[config.mk]
export PLATFORM = sky130hd
export DESIGN_NAME = spi_dly_master
export DESIGN_NICKNAME = d
export VERILOG_FILES = /design/src/rtl/spi_dly_pkg.sv /design/src/rtl/spi_dly_seq.sv /design/src/rtl/spi_dly_tx.sv /design/src/rtl/spi_dly_rx.sv /design/src/rtl/spi_dly_master.sv
export SDC_FILE = /design/constraint.sdc
export NUM_CORES = 1
export LEC_CHECK = 0
export CAP_MARGIN = 20
export CORE_ASPECT_RATIO = 2
export CORE_UTILIZATION = 48
export DETAILED_ROUTE_END_ITERATION = 7
export PLACE_DENSITY = 0.84
export SYNTH_ARGS = -nofsm -noshare
export SYNTH_HDL_FRONTEND = slang
export SYNTH_SLANG_ARGS = --single-unit
[constraint.sdc]
create_clock -name clk -period 2.3 [get_ports clk]
set_input_delay 0.46 -clock clk [delete_from_list [all_inputs] [get_ports clk]]
set_output_delay 0.46 -clock clk [all_outputs]
set_load 0.1 [all_outputs]
[src/rtl/spi_dly_pkg.sv]
`timescale 1ns/1ps
// Shared types for the late-capture serial master.
// Assumes: nothing beyond a synthesizable package.
package spi_dly_pkg;

    // Sequencer phases of one transfer
    typedef enum logic [1:0] {
        ST_IDLE  = 2'd0,
        ST_LEAD  = 2'd1,
        ST_SHIFT = 2'd2,
        ST_TAIL  = 2'd3
    } seq_st_e;

endpackage

[src/rtl/spi_dly_seq.sv]
`timescale 1ns/1ps
// Transfer sequencer: accepts a request, drives the serial clock and the
// selects, and emits phase strobes for the send and receive paths.
// Assumes: sel_i < NUM_SLAVES and dly_i <= MAX_DLY when start_i is high.
module spi_dly_seq
    import spi_dly_pkg::*;
#(
    parameter int DATA_W     = 8,
    parameter int NUM_SLAVES = 4,
    parameter int MAX_DLY    = 3,
    localparam int HALF_N    = 2 * DATA_W,
    localparam int HW        = $clog2(HALF_N),
    localparam int DLY_W     = $clog2(MAX_DLY + 1),
    localparam int SEL_W     = (NUM_SLAVES > 1) ? $clog2(NUM_SLAVES) : 1
) (
    input  logic                  clk,
    input  logic                  rst_n,
    input  logic                  start_i,
    input  logic [SEL_W-1:0]      sel_i,
    input  logic [DLY_W-1:0]      dly_i,
    output logic                  busy_o,
    output logic                  load_o,
    output logic                  rise_o,
    output logic                  fall_o,
    output logic                  last_rise_o,
    output logic [DLY_W-1:0]      dly_o,
    output logic                  sclk_o,
    output logic [NUM_SLAVES-1:0] cs_n_o
);

    seq_st_e          state_q;
    logic [HW-1:0]    half_q;
    logic [DLY_W-1:0] tail_q;
    logic [DLY_W-1:0] dly_q;
    logic             shift_last;
    logic             end_xfer;

    // Decode phase strobes from the current state
    always_comb begin
        load_o      = (state_q == ST_IDLE) && start_i;
        rise_o      = (state_q == ST_SHIFT) && !half_q[0];
        fall_o      = (state_q == ST_SHIFT) && half_q[0];
        last_rise_o = (state_q == ST_SHIFT) && (half_q == HW'(HALF_N - 2));
        shift_last  = (state_q == ST_SHIFT) && (half_q == HW'(HALF_N - 1));
        end_xfer    = (shift_last && (dly_q == '0)) ||
                      ((state_q == ST_TAIL) && (tail_q == dly_q - 1'b1));
        busy_o      = (state_q != ST_IDLE);
        dly_o       = dly_q;
    end

    // Phase state machine with half-period and trailing counters
    always_ff @(posedge clk) begin
        if (!rst_n) begin
            state_q <= ST_IDLE;
            half_q  <= '0;
            tail_q  <= '0;
            dly_q   <= '0;
        end else begin
            case (state_q)
                ST_IDLE: begin
                    if (start_i) begin
                        state_q <= ST_LEAD;
                        dly_q   <= dly_i;
                    end
                end
                ST_LEAD: begin
                    state_q <= ST_SHIFT;
                    half_q  <= '0;
                end
                ST_SHIFT: begin
                    half_q <= half_q + 1'b1;
                    if (shift_last) begin
                        tail_q  <= '0;
                        state_q <= (dly_q == '0) ? ST_IDLE : ST_TAIL;
                    end
                end
                default: begin
                    tail_q <= tail_q + 1'b1;
                    if (end_xfer) state_q <= ST_IDLE;
                end
            endcase
        end
    end

    // Serial clock register: toggles once per cycle while shifting
    always_ff @(posedge clk) begin
        if (!rst_n)                    sclk_o <= 1'b0;
        else if (state_q == ST_SHIFT)  sclk_o <= ~sclk_o;
        else                           sclk_o <= 1'b0;
    end

    // One select register per device
    for (genvar gi = 0; gi < NUM_SLAVES; gi++) begin : g_cs
        always_ff @(posedge clk) begin
            if (!rst_n)                                     cs_n_o[gi] <= 1'b1;
            else if (load_o && (sel_i == SEL_W'(gi)))      cs_n_o[gi] <= 1'b0;
            else if (end_xfer)                              cs_n_o[gi] <= 1'b1;
        end
    end


    cs_onehot_chk: assert property (@(posedge clk) disable iff (!rst_n)
        $onehot0(~cs_n_o));


    sclk_idle_chk: assert property (@(posedge clk) disable iff (!rst_n)
        !busy_o |-> !sclk_o);


    restart_ignored_chk: assert property (@(posedge clk) disable iff (!rst_n)
        (busy_o && start_i && !end_xfer) |=> ($stable(cs_n_o) && $stable(dly_q) && busy_o));


    busy_selected_chk: assert property (@(posedge clk) disable iff (!rst_n)
        busy_o |-> !(&cs_n_o));

endmodule

[src/rtl/spi_dly_tx.sv]
`timescale 1ns/1ps
// Send path: loads the byte at start and shifts it out MSB first,
// advancing on each falling serial clock strobe.
// Assumes: fall_i only pulses while a transfer is running.
module spi_dly_tx #(
    parameter int DATA_W = 8
) (
    input  logic              clk,
    input  logic              rst_n,
    input  logic              load_i,
    input  logic [DATA_W-1:0] data_i,
    input  logic              fall_i,
    output logic              mosi_o
);

    logic [DATA_W-2:0] tx_sh;

    // Output register and remaining-bit shifter
    always_ff @(posedge clk) begin
        if (!rst_n) begin
            tx_sh  <= '0;
            mosi_o <= 1'b0;
        end else if (load_i) begin
            tx_sh  <= data_i[DATA_W-2:0];
            mosi_o <= data_i[DATA_W-1];
        end else if (fall_i) begin
            tx_sh  <= {tx_sh[DATA_W-3:0], 1'b0};
            mosi_o <= tx_sh[DATA_W-2];
        end
    end

endmodule

[src/rtl/spi_dly_rx.sv]
`timescale 1ns/1ps
// Receive path: registers the input pin, delays the rising-edge strobe
// by the chosen number of half-periods, and assembles the byte.
// Assumes: dly_i is held for the whole transfer and is <= MAX_DLY.
module spi_dly_rx #(
    parameter int DATA_W  = 8,
    parameter int MAX_DLY = 3,
    localparam int DLY_W  = $clog2(MAX_DLY + 1)
) (
    input  logic              clk,
    input  logic              rst_n,
    input  logic              miso_i,
    input  logic              rise_i,
    input  logic              last_rise_i,
    input  logic [DLY_W-1:0]  dly_i,
    output logic [DATA_W-1:0] rx_data_o,
    output logic              done_o
);

    logic               miso_q;
    logic [MAX_DLY:0]   stb_q;
    logic [MAX_DLY:0]   lst_q;
    logic [DATA_W-2:0]  rx_sh;
    logic               cap;
    logic               fin;

    // Input pin register
    always_ff @(posedge clk) begin
        if (!rst_n) miso_q <= 1'b0;
        else        miso_q <= miso_i;
    end

    // Strobe delay line, tap 0 aligns with the registered pin
    always_ff @(posedge clk) begin
        if (!rst_n) begin
            stb_q <= '0;
            lst_q <= '0;
        end else begin
            stb_q[0] <= rise_i;
            lst_q[0] <= last_rise_i;
            for (int i = 1; i <= MAX_DLY; i++) begin
                stb_q[i] <= stb_q[i-1];
                lst_q[i] <= lst_q[i-1];
            end
        end
    end

    // Select the tap for the chosen delay
    always_comb begin
        cap = stb_q[dly_i];
        fin = lst_q[dly_i];
    end

    // Assemble bits and publish the byte on the final capture
    always_ff @(posedge clk) begin
        if (!rst_n) begin
            rx_sh     <= '0;
            rx_data_o <= '0;
            done_o    <= 1'b0;
        end else begin
            done_o <= 1'b0;
            if (cap) rx_sh <= {rx_sh[DATA_W-3:0], miso_q};
            if (fin) begin
                rx_data_o <= {rx_sh, miso_q};
                done_o    <= 1'b1;
            end
        end
    end


    done_pulse_chk: assert property (@(posedge clk) disable iff (!rst_n)
        done_o |=> !done_o);


    rx_hold_chk: assert property (@(posedge clk) disable iff (!rst_n)
        !$stable(rx_data_o) |-> done_o);

endmodule

[src/rtl/spi_dly_master.sv]
`timescale 1ns/1ps
// Top level: serial bus master whose read capture point can be moved
// later in half-period steps. Wires sequencer, send and receive paths.
// Assumes: clk is twice the wanted serial clock rate; requests obey the
// index and delay ranges of the parameters.
module spi_dly_master #(
    parameter int DATA_W     = 8,
    parameter int NUM_SLAVES = 4,
    parameter int MAX_DLY    = 3,
    localparam int DLY_W     = $clog2(MAX_DLY + 1),
    localparam int SEL_W     = (NUM_SLAVES > 1) ? $clog2(NUM_SLAVES) : 1
) (
    input  logic                  clk,
    input  logic                  rst_n,
    input  logic                  start_i,
    input  logic [DATA_W-1:0]     tx_data_i,
    input  logic [SEL_W-1:0]      sel_i,
    input  logic [DLY_W-1:0]      dly_i,
    input  logic                  miso_i,
    output logic                  busy_o,
    output logic                  done_o,
    output logic [DATA_W-1:0]     rx_data_o,
    output logic                  sclk_o,
    output logic                  mosi_o,
    output logic [NUM_SLAVES-1:0] cs_n_o
);

    logic             load_s;
    logic             rise_s;
    logic             fall_s;
    logic             last_rise_s;
    logic [DLY_W-1:0] dly_s;

    spi_dly_seq #(
        .DATA_W     (DATA_W),
        .NUM_SLAVES (NUM_SLAVES),
        .MAX_DLY    (MAX_DLY)
    ) seq_i (
        .clk         (clk),
        .rst_n       (rst_n),
        .start_i     (start_i),
        .sel_i       (sel_i),
        .dly_i       (dly_i),
        .busy_o      (busy_o),
        .load_o      (load_s),
        .rise_o      (rise_s),
        .fall_o      (fall_s),
        .last_rise_o (last_rise_s),
        .dly_o       (dly_s),
        .sclk_o      (sclk_o),
        .cs_n_o      (cs_n_o)
    );

    spi_dly_tx #(
        .DATA_W (DATA_W)
    ) tx_i (
        .clk    (clk),
        .rst_n  (rst_n),
        .load_i (load_s),
        .data_i (tx_data_i),
        .fall_i (fall_s),
        .mosi_o (mosi_o)
    );

    spi_dly_rx #(
        .DATA_W  (DATA_W),
        .MAX_DLY (MAX_DLY)
    ) rx_i (
        .clk         (clk),
        .rst_n       (rst_n),
        .miso_i      (miso_i),
        .rise_i      (rise_s),
        .last_rise_i (last_rise_s),
        .dly_i       (dly_s),
        .rx_data_o   (rx_data_o),
        .done_o      (done_o)
    );


    mosi_launch_chk: assert property (@(posedge clk) disable iff (!rst_n)
        (busy_o && !$stable(mosi_o)) |-> ($fell(sclk_o) || $rose(busy_o)));


    done_bus_idle_chk: assert property (@(posedge clk) disable iff (!rst_n)
        done_o |-> ((&cs_n_o) && !sclk_o));

endmodule

Word-level counts from Yosys, hierarchy flattened
Cells that the tools add are included.

word-level totals
  register bits after elaboration = 48
  input port bits = 16
  output and inout bits = 16
  logic and storage cells = 85

cells by class
  $add $sub $neg = 3
  magnitude comparators = 1
  equal/unequal tests = 11
  multiplexer cells = 22
  bitwise operators = 2
  reduce and logical (&&, ||, !) cells = 29

operator list
  cell                   count
  $mux W7                2
  $reduce_bool A2 Y1     7
  $logic_and A1 B1 Y1    11
  $mux W1                10
  $mux W2                5
  $eq A2 B2 Y1 const B   4
  $eq A4 B4 Y1 const B   2
  $pmux W4 S2            1
  $logic_not A2 Y1       3
  $pmux W2 S3            1
  $reduce_and A2 Y1      3
  $add A4 B1 Y4 const B  1
  $bmux W1 S2            2
  $eq A2 B1 Y1 const B   2
  $pmux W2 S2            1
  $reduce_bool A4 Y1     1
  $lt A2 B3 Y1 const B   1
  $reduce_and A3 Y1      1
  $add A2 B1 Y2 const B  1
  $eq A2 B2 Y1           1
  $ne A2 B1 Y1 const B   1
  $ne A2 B2 Y1 const B   1
  $not A1 Y1             2
  $reduce_or A2 Y1       1
  3 further kinds        3

Depth between registers and ports, before layout
Gate-level depths: netlist of run 1.

  depth in word-level cells = 6
  gate-level depth with buffers = 7
  mapped depth without buffers = 6

Hierarchy
From an unflattened synthesis of run 1, not the netlist that was laid out.

unflattened totals
  cell total of the unflattened synthesis = 206
  area, all modules = 2,145.8 µm²

by module, submodules not included
  module       times used  cells each  area each (µm²)  sequential area each (µm²)
  spi_dly_rx   1           71          883.3            500.5
  spi_dly_seq  1           100         843.3            300.3
  spi_dly_tx   1           35          419.2            160.2

Worst setup path before layout of run 1
OpenSTA, ideal clock, no wires.

  path kind = reg-to-reg
  from = register seq_i.state_q[0]
  to = register seq_i.state_q[0]
  setup time = 0.133 ns
  data arrival time = 1.813 ns
  required time = 2.167 ns
  path slack = 0.353 ns
  stages on the path, launching flop included = 7
  buffers on the path = 0
  clock period less this slack = 1.947 ns
  path through = dfxtp_1 > inv_1 > ha_1 > inv_1 > a2bb2oi_1 > o31ai_1 > mux2i_1

between the ends
  cells in the longest elaborated chain, start to end = 6
  elaborated cells between the ends (all ways) = 13
  those cells by class = 5 x eq/ne; 1 x mux; 7 x reduce/logical

RTL lines
  element                              line                                  text
  from (decl)                          spi_dly_seq.sv:31                     seq_st_e state_q;
  from (signal assigned)               spi_dly_seq.sv:74                     state_q <= (dly_q == '0) ? ST_IDLE : ST_TAIL;
  $eq A2 B2 Y1                         spi_dly_seq.sv:44, spi_dly_seq.sv:59
  $logic_and A1 B1 Y1                  spi_dly_seq.sv:44                     shift_last = (state_q == ST_SHIFT) && (half_q == HW'(HALF_N - 1));
  $logic_and A1 B1 Y1                  spi_dly_seq.sv:45                     end_xfer = (shift_last && (dly_q == '0)) ||
  $logic_or A1 B1 Y1                   spi_dly_seq.sv:45
  $reduce_bool A4 Y1 (no source line)  -
  $reduce_and A3 Y1 (no source line)   -

Parallel ways exist; a longest one is shown, timed or not.
A chain may end at the register's enable or synchronous reset.

Worst setup path in the final report of run 1
  from = register seq_i.state_q[0]
  to = output port busy_o

between the ends
  cells in the longest elaborated chain, start to end = 1

RTL lines
  element             line                  text
  $reduce_bool A2 Y1  spi_dly_seq.sv:47     busy_o = (state_q != ST_IDLE);
  to (decl)           spi_dly_master.sv:20  output logic busy_o,

No other way between the ends.

==> impl_metrics.csv, run 1 <==
group,metric,value,unit
floorplan,die_h,94.2,um
synthesis,yosys_warnings,0,
routing,wl_per_cell,12.7,um
layout,drive_gt1_share,12.7,%
timing,finClkSkew,0.00859,ns
timing,rsz0062_at_grt,"no",
layout,multiInputGateArea,1000,sq um
power_and_ir_drop,p_total,2.23,mW
synthesis,synth_edf_count,0,
place,hpwlAfterDp,2.75,mm
place,io_buffers,31,
setup_path,path_class,"reg -> out",
timing,setup_viol,0,
floorplan,core_area,0.00409,sq mm
timing,slew_viol_final,0,
synthesis,avgSynthCellArea,9.68,sq um
synthesis,syn_inst,211,
floorplan,io_pins,32,
synthesis,ys_async_sr_fraction,0,%
layout,nets,267,
timing,setup_tns,0,ns
synthesis,syn_area,0.00204,sq mm
grt,grt_usage,18.8,%
routing,drt_iter0_drc,32,
place,gp_congestion,0.790,
routing,viasPerCell,5.27,
timing,tightestPinTransition,0.505,ns
routing,ant_nets,0,
power_and_ir_drop,power_density,900,mW/mm^2
clock_network,tritoncts,"yes",
layout,fillers,354,
clock_network,clk_pin_slew_worst_paths,0.09,ns
timing,hold_slack,0.447,ns
grt,antenna_found_initial,0,
synthesis,ys_seq_area_share,47.1,%
setup_path,cp_top_family,"buffers and inverters",
run_status,status,"completed",
routing,vias,1559,
timing,fmax,0.518,GHz
synthesis,synth_ff_type,"dfxtp_1",
setup_path,critPathBufInv,3,
setup_path,required,1.84,ns
grt,grt_overflow,0,
synthesis,ys_types,29,
synthesis,synth_area_leaders,"dfxtp_1 (47%), mux2i_1 (9.8%), nand2_1 (5.3%)",
setup_path,critPathCaptureType,"output pin",
clock_network,clock-root-buffer,"clkbuf_8",
setup_path,crit_top_cell,"inv_1",
floorplan,start_util,50.0,%
floorplan,die_w,48.1,um
place,placed_cells_incl_taps,288,
flow_run,maxCapViolCount,0,
clock_network,cts_resized,0,
layout,ff_latch_area,961,sq um
power_and_ir_drop,ir_worst_vdd,601,uV
synthesis,yosysTopAreaCell,"dfxtp_1",
floorplan,die_area,0.00453,sq mm
timing,fin_crit,1.93,ns
clock_network,htree_levels,2,
setup_path,critPathSlowestCell,"dfxtp_1",
clock_network,clk_latency,0.30,ns
layout,area_delta_synth_final,21.6,%
power_and_ir_drop,leakage,1.02,nW
clock_network,cts_buffer_depth,2,
clock_network,post_cts_buffers,0,
synthesis,synth_top_area_share,47.1,%
hold_path,hp-class,"reg -> reg",
layout,instances_no_fill,296,
synthesis,ys_ff_latch,48,
routing,drc,0,
setup_path,cp.arrival,1.47,ns
grt,grt_pass1_vias,1475,
clock_network,ctsHoldBuffers,0,
timing,slew_headroom,66.3,%
timing,fin_crit_sh,83.9,%
setup_path,cp_cell_sequence,"inv_1, ha_1, inv_1, buf_12",
grt,grt_max_degree,50,
routing,wirelength,3.76,mm
timing,finalHoldViolations,0,
setup_path,start_kind,"flop",
clock_network,cts_sinks,48,
floorplan,row_count,33,
layout,antenna_cells,0,
clock_network,cts_buffers,5,
grt,grt_first_pass_wirelength,6.21,mm
setup_path,crit_fanout,5,
setup_path,max_stage_delay,0.41,ns
synthesis,synth_fp_nets,235,
routing,dr.pass1.iters,4,
-- layout by cell type, fill, tap and decap left out --
cell type and n:
nand2_1 29, nor3b_1 1, o31ai_1 1, nor3_1 1, nor2b_1 17, xnor2_1 2
nand3_1 18, o32ai_1 2, ha_1 8, a211o_1 1, inv_6 1, o211a_1 7
clkdlybuf4s50_1 15, a2bb2oi_1 1, o21ai_0 3, nand2b_1 1, buf_4 21, or4b_1 1
nand3_2 1, nor2_1 4, o22ai_1 3, a21boi_1 1, inv_1 9, buf_12 1
dfxtp_1 48, mux2i_1 20, a21boi_0 4, o21a_1 1, mux4_1 2, a21oi_1 2
clkbuf_8 6, and2_1 11, clkinv_2 1
-- path summary, 6_finish.rpt --
kind	slack, ns	end	cells past startpoint	startpoint
worst min-delay path	0.45	seq_i.sclk_o	1	seq_i.sclk_o
worst max-delay path	0.37	busy_o	4	seq_i.state_q[0]
worst min register to register	0.45	seq_i.sclk_o	1	seq_i.sclk_o
worst max register to register	0.45	seq_i.tail_q[1]	5	seq_i.state_q[0]
-- per-stage QoR --
stage	setup WS, ns	cell area [sq um]	util [%]
after CTS	0.363	2480	60.8
after floorplan	0.353	2040	-
after detailed placement	0.493	2390	58.4
after global routing	0.266	2480	60.8
final	0.371	2480	60.8
after global placement	0.557	2390	58.4
-- cells in the mapped netlist (2+ instances only) --
cell,count
a21oi_1,2
mux4_1,2
nand3_1,18
inv_1,9
nor2_1,4
o21ai_0,3
buf_2,2
dfxtp_1,48
xnor2_1,2
a21boi_0,4
and2_1,11
o32ai_1,2
clkbuf_1,10
o211a_1,7
mux2i_1,20
nor2b_1,17
ha_1,8
o22ai_1,3
nand2_1,29
-- where the power goes --
group | leakage [nW] | switching, mW | internal, mW
Clock | 0.0516 | 0.279 | 0.246
Combinational | 0.575 | 0.448 | 0.286
Sequential | 0.390 | 0.0667 | 0.910
-- cell families after synthesis --
logic type	share of synthesized area [%]
AOI/OAI and AO/OA	9.87
muxes	12.4
and+or+nand+nor	21.0
buffers and inverters	3.98
adders and majority gates	4.90
xor gates and xnor gates	0.858
DFF	47.1
-- registers in the layout, indices dropped and copies added (netlist names) --
signal,flops
seq_i.half_q,4
rx_i.rx_sh,7
rx_i.stb_q,4
seq_i.state_q,2
seq_i.cs_n_o,4
seq_i.tail_q,2
tx_i.tx_sh,7
rx_i.rx_data_o,8
rx_i.lst_q,4
seq_i.dly_o,2
rx_i.done_o,1
seq_i.sclk_o,1
rx_i.miso_q,1
tx_i.mosi_o,1
-- cell type report --
cell class                 instances  area share [%]
multi-input combinational        142            40.3
sequential                        48            38.7
timing repair buffer              37            13.2
clock buffer                       6            3.32
tap                               52            2.62
inverter                           9            1.36
clock inverter                     2           0.554
-- worst reg2reg max path: cells and delay by family, from the launching register on --
family          cells  cell delay (ns)
flops               1             0.41
fa+ha+maj           1             0.31
buf+inv             1             0.11
compound gates      2             0.47
simple gates        1             0.48
-- metal layers --
metal	up-vias	GRT usage, %	wire length, um
met5	-	0	0
met4	0	9.95	88
met3	7	3.46	104
met2	34	32.7	2110
met1	742	19.5	1450
li1	776	-	-
(Power assumes the default switching activity.)
==> run 2, diff against run 1 <==
--- a/config.mk
+++ b/config.mk
@@ -7,9 +7,9 @@
 export LEC_CHECK = 0
 export CAP_MARGIN = 20
 export CORE_ASPECT_RATIO = 2
-export CORE_UTILIZATION = 48
+export CORE_UTILIZATION = 47
 export DETAILED_ROUTE_END_ITERATION = 7
-export PLACE_DENSITY = 0.84
+export PLACE_DENSITY = 0.85
 export SYNTH_ARGS = -nofsm -noshare
 export SYNTH_HDL_FRONTEND = slang
 export SYNTH_SLANG_ARGS = --single-unit
==> constraint.sdc (replaced) <==
create_clock -name clk -period 1.7 [get_ports clk]
set_input_delay 0.34 -clock clk [delete_from_list [all_inputs] [get_ports clk]]
set_output_delay 0.34 -clock clk [all_outputs]
set_load 0.1 [all_outputs]
==> run 2 against run 1 <==
Sequential share of layout area fell by 3.6 points. First-iteration DRC count rose by 25%. Critical path depth did not move. Critical path type unchanged. Largest cell class unchanged.
==> impl_metrics.csv, run 2 (same netlist as run 1, synthesis figures left out) <==
group,metric,value,unit
grt,grt_pass1_vias,1547,
grt,grt_max_degree,50,
layout,fillers,322,
floorplan,core_area,0.00413,sq mm
setup_path,critPathSlowestCell,"dfxtp_4",
timing,slew_headroom,75.5,%
setup_path,start_kind,"flop",
layout,largest_reg_flops,8,
layout,area_delta_synth_final,35.5,%
timing,fin_crit_sh,96.7,%
grt,grt_first_pass_wirelength,6.50,mm
timing,setup_viol,0,
floorplan,io_pins,32,
layout,drive_gt1_share,18.9,%
layout,antenna_cells,0,
floorplan,start_util,49.5,%
setup_path,path_class,"reg -> out",
timing,finalHoldViolations,0,
grt,grt_usage,18.4,%
routing,drt_iter0_drc,40,
flow_run,maxCapViolCount,0,
layout,reg.largest.list,"rx_i.rx_data_o: 8 flops, rx_i.rx_sh: 7 flops, tx_i.tx_sh: 7 flops",
clock_network,cts_sinks,48,
clock_network,htree_levels,2,
setup_path,critPathBufInv,3,
power_and_ir_drop,leakage,1.08,nW
place,hpwlAfterDp,2.86,mm
timing,fmax,0.608,GHz
clock_network,clk_latency,0.30,ns
floorplan,die_w,48.6,um
timing,tightestPinTransition,0.368,ns
floorplan,die_area,0.00463,sq mm
routing,vias,1574,
timing,rsz0062_at_grt,"yes",
grt,grt.met3_usage,3.99,%
clock_network,clk_pin_slew_worst_paths,0.08,ns
grt,met1_usage,17.3,%
place,preCtsSetupSlack,-0.0211,ns
power_and_ir_drop,ir_worst_vdd,861,uV
routing,ant_nets,0,
timing,hold_slack,0.460,ns
run_status,status,"completed",
clock_network,cts_buffer_depth,2,
setup_path,required,1.36,ns
timing,fin_crit,1.64,ns
layout,layout_common_cells,"dfxtp_1 (44), nand2_1 (29), mux2i_1 (20), nand3_1 (18)",
place,placed_cell_area,0.00265,sq mm
timing,setup_tns,0,ns
timing,setup_ws,0.0558,ns
clock_network,cts_buffers,5,
routing,wirelength,3.94,mm
floorplan,die_h,95.2,um
hold_path,hp-class,"reg -> reg",
grt,grt_overflow,0,
routing,wl_per_cell,13.1,um
routing,dr.pass1.iters,4,
layout,nets,272,
place,gp_congestion,0.791,
routing,viasPerCell,5.23,
clock_network,tritoncts,"yes",
grt,grt_util_met2,35.6,%
grt,top_usage_layer,"met2",
floorplan,row_count,33,
layout,final_common_cell,"dfxtp_1",
timing,finClkSkew,0.00650,ns
setup_path,cp.arrival,1.30,ns
power_and_ir_drop,power_density,1170,mW/mm^2
routing,drc,0,
setup_path,max_stage_delay,0.37,ns
layout,top_register,"rx_i.rx_data_o",
grt,antenna_found_initial,0,
timing,slew_viol_final,0,
place,io_buffers,31,
clock_network,clock-root-buffer,"clkbuf_8",
setup_path,crit_fanout,6,
setup_path,cp_top_family,"buffers and inverters",
setup_path,cp_cell_sequence,"inv_1, ha_4, clkinvlp_4, buf_12",
setup_path,critPathCaptureType,"output pin",
layout,fin_area,0.00277,sq mm
run 2: worst register-to-register path, cell delays in order, from the launching register on:
cell and delay (ns):
dfxtp_1 0.36, inv_1 0.05, ha_1 0.29, xnor2_1 0.14, o32ai_2 0.39, buf_4 0.22
o22ai_1 0.09, nand2_1 0.07
run 2: layer usage:
metal	part of all wire, %	up-vias
met2	58	36
met5	0	-
met1	37	741
met3	3.0	8
met4	2.2	0
li1	-	789
run 2: timing repair:
action / 4_1_cts / 5_1_grt
gates resized for setup: 4 / 6
setup endpoints to repair: 3 / 7
hold buffers: 0 / 0
setup buffers: 0 / 0
pin swaps: 0 / 3
run 2: per-stage QoR:
stage          power [mW]  utilization (%)  cells
6_report             3.23             67.0    301
5_1_grt              3.38             67.0    301
4_1_cts              3.21             66.7    301
3_5_place_dp         2.50             64.2    293
3_3_place_gp         2.46             64.2    293
2_1_floorplan        2.11                -    211
run 2: area by class of cell:
| type | instances | area, sq um | share of cell area, % |
|---|---|---|---|
| Inverter | 9 | 37.5 | 1.36 |
| Clock inverter | 1 | 7.51 | 0.271 |
| Clock buffer | 7 | 86.3 | 3.12 |
| Timing Repair Buffer | 42 | 566 | 20.4 |
| Multi-Input combinational cell | 142 | 1030 | 37.4 |
| Sequential cell | 48 | 971 | 35.1 |
| Tap cell | 52 | 65.1 | 2.35 |
run 2: worst paths after layout:
path	start	endpoint	cells past startpoint	slack, ns
max reg2reg	seq_i.dly_o[0]	seq_i.cs_n_o[2]	7	0.06
max	seq_i.state_q[1]	busy_o	4	0.06
min	rx_i.lst_q[2]	rx_i.lst_q[3]	1	0.46
min reg2reg	rx_i.lst_q[2]	rx_i.lst_q[3]	1	0.46
run 2: power by group:
| group | total (mW) | leakage [nW] | switching (mW) | internal, mW |
|---|---|---|---|---|
| combinational | 1.20 | 0.645 | 0.673 | 0.523 |
| sequential | 1.34 | 0.393 | 0.0964 | 1.24 |
| clock | 0.693 | 0.0445 | 0.362 | 0.331 |
